[src/rtl/ipg_guard_pkg.sv]
package ipg_guard_pkg;
    typedef enum logic {
        GAP_OPEN,
        GAP_HOLD
    } gap_state_t;

    typedef enum logic [1:0] {
        LEN_IDLE,
        LEN_COUNT,
        LEN_ABORTED
    } len_state_t;
endpackage

[src/rtl/gap_timer.sv]
module gap_timer
    import ipg_guard_pkg::*;
#(
    parameter int GAP_W  = 7,
    parameter int FD_OFS = 3,
    parameter int HD_OFS = 6
) (
    input  logic             clk,
    input  logic             rst_n,
    input  logic             nib_tick,
    input  logic             tx_done,
    input  logic             full_duplex,
    input  logic [GAP_W-1:0] gap_set,
    output logic             tx_permit
);
    localparam int CNT_W = GAP_W + 1;

    gap_state_t       state_q, state_d;
    logic [CNT_W-1:0] cnt_q, cnt_d;
    logic [CNT_W-1:0] load_val;

    // duplex offset applied at capture time only
    always_comb begin
        load_val = {1'b0, gap_set} + (full_duplex ? CNT_W'(FD_OFS) : CNT_W'(HD_OFS));
    end

    always_comb begin
        state_d = state_q;
        cnt_d   = cnt_q;
        unique case (state_q)
            GAP_OPEN: begin
                if (tx_done) begin
                    cnt_d   = load_val;
                    state_d = GAP_HOLD;
                end
            end
            GAP_HOLD: begin
                if (tx_done) begin
                    cnt_d = load_val;
                end else if (nib_tick) begin
                    if (cnt_q <= CNT_W'(1)) begin
                        cnt_d   = '0;
                        state_d = GAP_OPEN;
                    end else begin
                        cnt_d = cnt_q - CNT_W'(1);
                    end
                end
            end
            default: state_d = GAP_OPEN;
        endcase
    end

    always_ff @(posedge clk) begin
        if (!rst_n) begin
            state_q <= GAP_OPEN;
            cnt_q   <= '0;
        end else begin
            state_q <= state_d;
            cnt_q   <= cnt_d;
        end
    end

    always_comb begin
        tx_permit = (state_q == GAP_OPEN);
    end
endmodule

[src/rtl/frame_len_check.sv]
module frame_len_check
    import ipg_guard_pkg::*;
#(
    parameter int LEN_W = 16
) (
    input  logic             clk,
    input  logic             rst_n,
    input  logic             huge_en,
    input  logic [LEN_W-1:0] max_len,
    input  logic             byte_vld,
    input  logic             sof,
    output logic             abort
);
    len_state_t       state_q, state_d;
    logic [LEN_W-1:0] cnt_q, cnt_d;
    logic [LEN_W-1:0] base;
    logic             active;
    logic             abort_q, abort_d;

    always_comb begin
        base = sof ? '0 : cnt_q;
        unique case (state_q)
            LEN_IDLE:    active = sof;
            LEN_COUNT:   active = 1'b1;
            LEN_ABORTED: active = sof;
            default:     active = 1'b0;
        endcase
    end

    always_comb begin
        state_d = state_q;
        cnt_d   = cnt_q;
        abort_d = 1'b0;
        if (sof) begin
            state_d = LEN_COUNT;
            cnt_d   = '0;
        end
        if (active && byte_vld) begin
            if (!huge_en && (base >= max_len)) begin
                abort_d = 1'b1;
                state_d = LEN_ABORTED;
            end else if (base != '1) begin
                cnt_d = base + LEN_W'(1);
            end
        end
    end

    always_ff @(posedge clk) begin
        if (!rst_n) begin
            state_q <= LEN_IDLE;
            cnt_q   <= '0;
            abort_q <= 1'b0;
        end else begin
            state_q <= state_d;
            cnt_q   <= cnt_d;
            abort_q <= abort_d;
        end
    end

    always_comb begin
        abort = abort_q;
    end
endmodule

[src/rtl/tx_gap_guard.sv]
module tx_gap_guard
    import ipg_guard_pkg::*;
#(
    parameter int GAP_W  = 7,
    parameter int LEN_W  = 16,
    parameter int FD_OFS = 3,
    parameter int HD_OFS = 6
) (
    input  logic             clk,
    input  logic             rst_n,
    input  logic             nib_tick,
    input  logic             tx_done,
    input  logic             full_duplex,
    input  logic [GAP_W-1:0] gap_set,
    input  logic             huge_en,
    input  logic [LEN_W-1:0] max_len,
    input  logic             tx_byte_vld,
    input  logic             tx_sof,
    input  logic             rx_byte_vld,
    input  logic             rx_sof,
    output logic             tx_permit,
    output logic             tx_abort,
    output logic             rx_abort
);
    localparam int N_PATHS = 2;

    logic [N_PATHS-1:0] vld_v, sof_v, abort_v;

    assign vld_v    = {rx_byte_vld, tx_byte_vld};
    assign sof_v    = {rx_sof, tx_sof};
    assign tx_abort = abort_v[0];
    assign rx_abort = abort_v[1];

    gap_timer #(
        .GAP_W (GAP_W),
        .FD_OFS(FD_OFS),
        .HD_OFS(HD_OFS)
    ) gap_i (
        .clk        (clk),
        .rst_n      (rst_n),
        .nib_tick   (nib_tick),
        .tx_done    (tx_done),
        .full_duplex(full_duplex),
        .gap_set    (gap_set),
        .tx_permit  (tx_permit)
    );

    for (genvar p = 0; p < N_PATHS; p++) begin : g_path
        frame_len_check #(
            .LEN_W(LEN_W)
        ) len_i (
            .clk     (clk),
            .rst_n   (rst_n),
            .huge_en (huge_en),
            .max_len (max_len),
            .byte_vld(vld_v[p]),
            .sof     (sof_v[p]),
            .abort   (abort_v[p])
        );
    end
endmodule

[config.mk]
export PLATFORM = sky130hd
export DESIGN_NAME = tx_gap_guard
export DESIGN_NICKNAME = d
export VERILOG_FILES = /design/src/rtl/ipg_guard_pkg.sv /design/src/rtl/gap_timer.sv /design/src/rtl/frame_len_check.sv /design/src/rtl/tx_gap_guard.sv
export SDC_FILE = /design/constraint.sdc
export NUM_CORES = 1
export LEC_CHECK = 0
export BUFFER_PORTS_ARGS = -buffer_cell sky130_fd_sc_hd__buf_2
export CORE_MARGIN = 2
export CORE_UTILIZATION = 44
export CTS_CLUSTER_DIAMETER = 40
export DETAILED_ROUTE_END_ITERATION = 7
export PLACE_DENSITY = 0.67
export SYNTH_ARGS = -nofsm -noshare
export SYNTH_HDL_FRONTEND = slang
export SYNTH_SLANG_ARGS = --single-unit
export TNS_END_PERCENT = 10
[constraint.sdc]
create_clock -name clk -period 4.9 [get_ports clk]
set_input_delay 0.245 -clock clk [delete_from_list [all_inputs] [get_ports clk]]
set_output_delay 0.245 -clock clk [all_outputs]
set_load 0.01 [all_outputs]
==> impl_metrics.env <==
export IMPL_drt_total_wl_mm=8.546
export IMPL_ys_top_cells_by_area="dfxtp_1 (26%), ha_1 (11%), nand2_1 (5.3%), a21oi_1 (5.1%), nor2b_1 (4.7%)"
export IMPL_postRouteAntennaNets=0
export IMPL_drive_gt1_share_pct=11.02
export IMPL_start_util_pct=45.89
export IMPL_post_cts_buffers=0
export IMPL_synthCells=472
export IMPL_tritoncts="built"
export IMPL_viasPerCell=5.624
export IMPL_cts_buffer_depth=2
export IMPL_numCtsBuffers=5
export IMPL_max_clock_freq_ghz=0.3494
export IMPL_worstSetupEndpointType="register"
export IMPL_crit_arrival_ns=3.03
export IMPL_antenna_found_initial=0
export IMPL_place_ws_ns=1.841
export IMPL_clkTransAtPathRegs_ns=0.10
export IMPL_power_internal_mw=0.6469
export IMPL_root_buffer="clkbuf_8"
export IMPL_post_route_util_pct=50.49
export IMPL_power_leakage_nw=1.654
export IMPL_yosysWarnings=0
export IMPL_gr_total_overflow=0
export IMPL_htreeDepth=2
export IMPL_grt_start_max_net_pins=35
export IMPL_synth_edf_count=0
export IMPL_drc=0
export IMPL_place_area_um2=3826
export IMPL_n_antenna_cell=0
export IMPL_holdWs_ns=0.2617
export IMPL_slew_viol_final=0
export IMPL_fin_crit_ns=2.862
export IMPL_synth_nets=538
export IMPL_syn_to_final_growth_pct=10.04
export IMPL_nets=564
export IMPL_yosysTopAreaCell="dfxtp_1"
export IMPL_wl_per_cell_um=14.22
export IMPL_tightest_slew_ns=0.8845
export IMPL_fin_worst_skew_ns=0.01202
export IMPL_start_kind="register"
export IMPL_grt_pass1_wl_mm=14.82
export IMPL_irDropWorstVdd_mv=0.1074
export IMPL_drtPass1Iterations=4
export IMPL_synth_flop_cell="dfxtp_1"
export IMPL_comb_power_share_pct=14.9
export IMPL_ctsResizeCount=0
export IMPL_setup_violations=0
export IMPL_seq_power_share_pct=45.8
export IMPL_die_h_um=94.47
export IMPL_place_gp_congestion=0.8067
export IMPL_p_switching_mw=0.2301
export IMPL_grt_util_all_layers_pct=20.41
export IMPL_crit_type="register to register"
export IMPL_pwr_share_clk_pct=39.3
export IMPL_powerDensity_nw_per_um2=221.3
export IMPL_p_total_mw=0.8770
export IMPL_rsz0062_at_grt="no"
export IMPL_die_area_um2=8924
export IMPL_postLayoutSetupSlackWorst_ns=2.038
export IMPL_final_area_um2=3963
export IMPL_synth_top_cell_area_share_pct=26.13
export IMPL_cts_hold_buffers=0
export IMPL_clock_sinks=47
export IMPL_dpl_hpwl_mm=6.438
export IMPL_seq_area_frac_synth_pct=26.13
export IMPL_port_buffers=35
export IMPL_switching_share_pct=26.24
export IMPL_status="completed"
export IMPL_maxCapViolCount=0
export IMPL_setup_tns_ns=0
export IMPL_clk_latency_ns=0.31
export IMPL_relSlewSlack_pct=40.97
export IMPL_worstHoldPathType="input port to register"
export IMPL_synthArstFlopShare_pct=0
export IMPL_grt_pass1_vias=3241
export IMPL_synth_avg_cell_area_um2=7.629
export IMPL_critPathMaxFanout=11
export IMPL_synth_area_um2=3601
export IMPL_yosys_register_bits=47
export IMPL_vias=3380
export IMPL_die_x_um=94.47
export IMPL_final_cells=601
export IMPL_pin_count=36
export IMPL_core_um2=7848
export IMPL_dp_cells=593
export IMPL_finalHoldViolCount=0
export IMPL_drtIter0Drc=147
export IMPL_finalCritPeriodShare_pct=58.40
export IMPL_yosys_cell_types_count=57
export IMPL_critical_path_required_ns=5.07
export IMPL_rows=32
export IMPL_r2r_slack_ns=2.04
area by class of cell:
type                            count  area, µm²
Fill cell                         805       3885
Multi-Input combinational cell    376       2459
Sequential cell                    47      940.9
Timing Repair Buffer               35      175.2
Tap cell                          102      127.6
Inverter                           33      123.9
Clock buffer                        5      68.82
Clock inverter                      3      67.56
layout by cell type (no fill, tap or decap), drive strengths merged, types with 3 or more instances in the layout:
master and count:
nand2b 20, o211ai 3, inv 33, o21a 4, nand2 51, nor4 5, o31ai 8, or2 4
a21oi 38, o22ai 3, nor2b 27, or4 7, nand3 21, nand4 4, o21ai 25, and2 3
xor2 5, mux2i 11, a21o 3, nor3 13, nor2 29, ha 33, and4 3, dfxtp 47
a31oi 6, clkbuf 5, a211oi 6, and3 6, buf 35, o211a 3, or3 7, a41o 5
metal layers:
metal / global-route usage (%) / vias to the layer above / routed length [µm]
met3: 2.873 / 7 / 320
met5: 0 / - / 0
met2: 34.58 / 78 / 4035
met1: 27.18 / 1531 / 4105
met4: 5.556 / 0 / 85
li1: - / 1764 / -
logic make-up (layout without fill, tap and decap cells):
logic type / Yosys count / after routing / synth area share [%]
flops: 47 / 47 / 26.13
buf+inv: 49 / 76 / 5.594
xor+xnor: 6 / 6 / 1.459
compound gates: 120 / 120 / 22.17
fa+ha+maj: 33 / 33 / 11.47
simple gates: 206 / 206 / 30.12
mux: 11 / 11 / 3.058
Yosys cell counts, types with 5 or more instances:
cell	n
nor2b_1	27
nor3_1	13
xor2_1	5
a21oi_1	37
dfxtp_1	47
o21ai_0	23
or4_1	7
and3_1	6
buf_2	5
nand2_1	51
o31ai_1	8
or3_1	7
inv_1	33
nor2_1	29
clkbuf_1	9
ha_1	33
nand2b_1	20
a31oi_1	6
nor4_1	5
mux2i_1	11
nand3_1	20
a41o_1	5
worst paths after layout:
path / cells after the start / end / startpoint
max reg2reg: 8 / g_path[0].len_i.cnt_q[9] / g_path[0].len_i.cnt_q[12]
min reg2reg: 2 / g_path[1].len_i.state_q[1] / g_path[1].len_i.state_q[1]
max: 8 / g_path[0].len_i.cnt_q[9] / g_path[0].len_i.cnt_q[12]
min: 4 / g_path[0].len_i.state_q[0] / tx_byte_vld
critical path, cell delays in order (launching register included):
cell and delay [ns]:
dfxtp_1 0.36, nor2b_1 0.32, ha_1 0.30, nand2_1 0.05, or3_1 0.16, a2bb2oi_1 0.74, nand3_2 0.30, o311ai_0 0.36
o41ai_1 0.14
power by group through the flow:
stage                     combinational (mW)  clock [mW]  sequential (mW)
after floorplan                       0.0908           0            0.408
after global placement                 0.127           0            0.410
after detailed placement               0.130           0            0.410
after CTS                              0.131       0.352            0.402
after global routing                   0.148       0.367            0.404
final                                  0.131       0.344            0.402
state kept, by name, summed over array words and instances, names as in the netlist:
| name | flops |
|---|---|
| g_path.len_i.cnt_q | 32 |
| g_path.len_i.state_q | 4 |
| gap_i.state_q | 1 |
| g_path.len_i.abort | 2 |
| gap_i.cnt_q | 8 |
No activity file was read; power rests on OpenSTA's default activity.
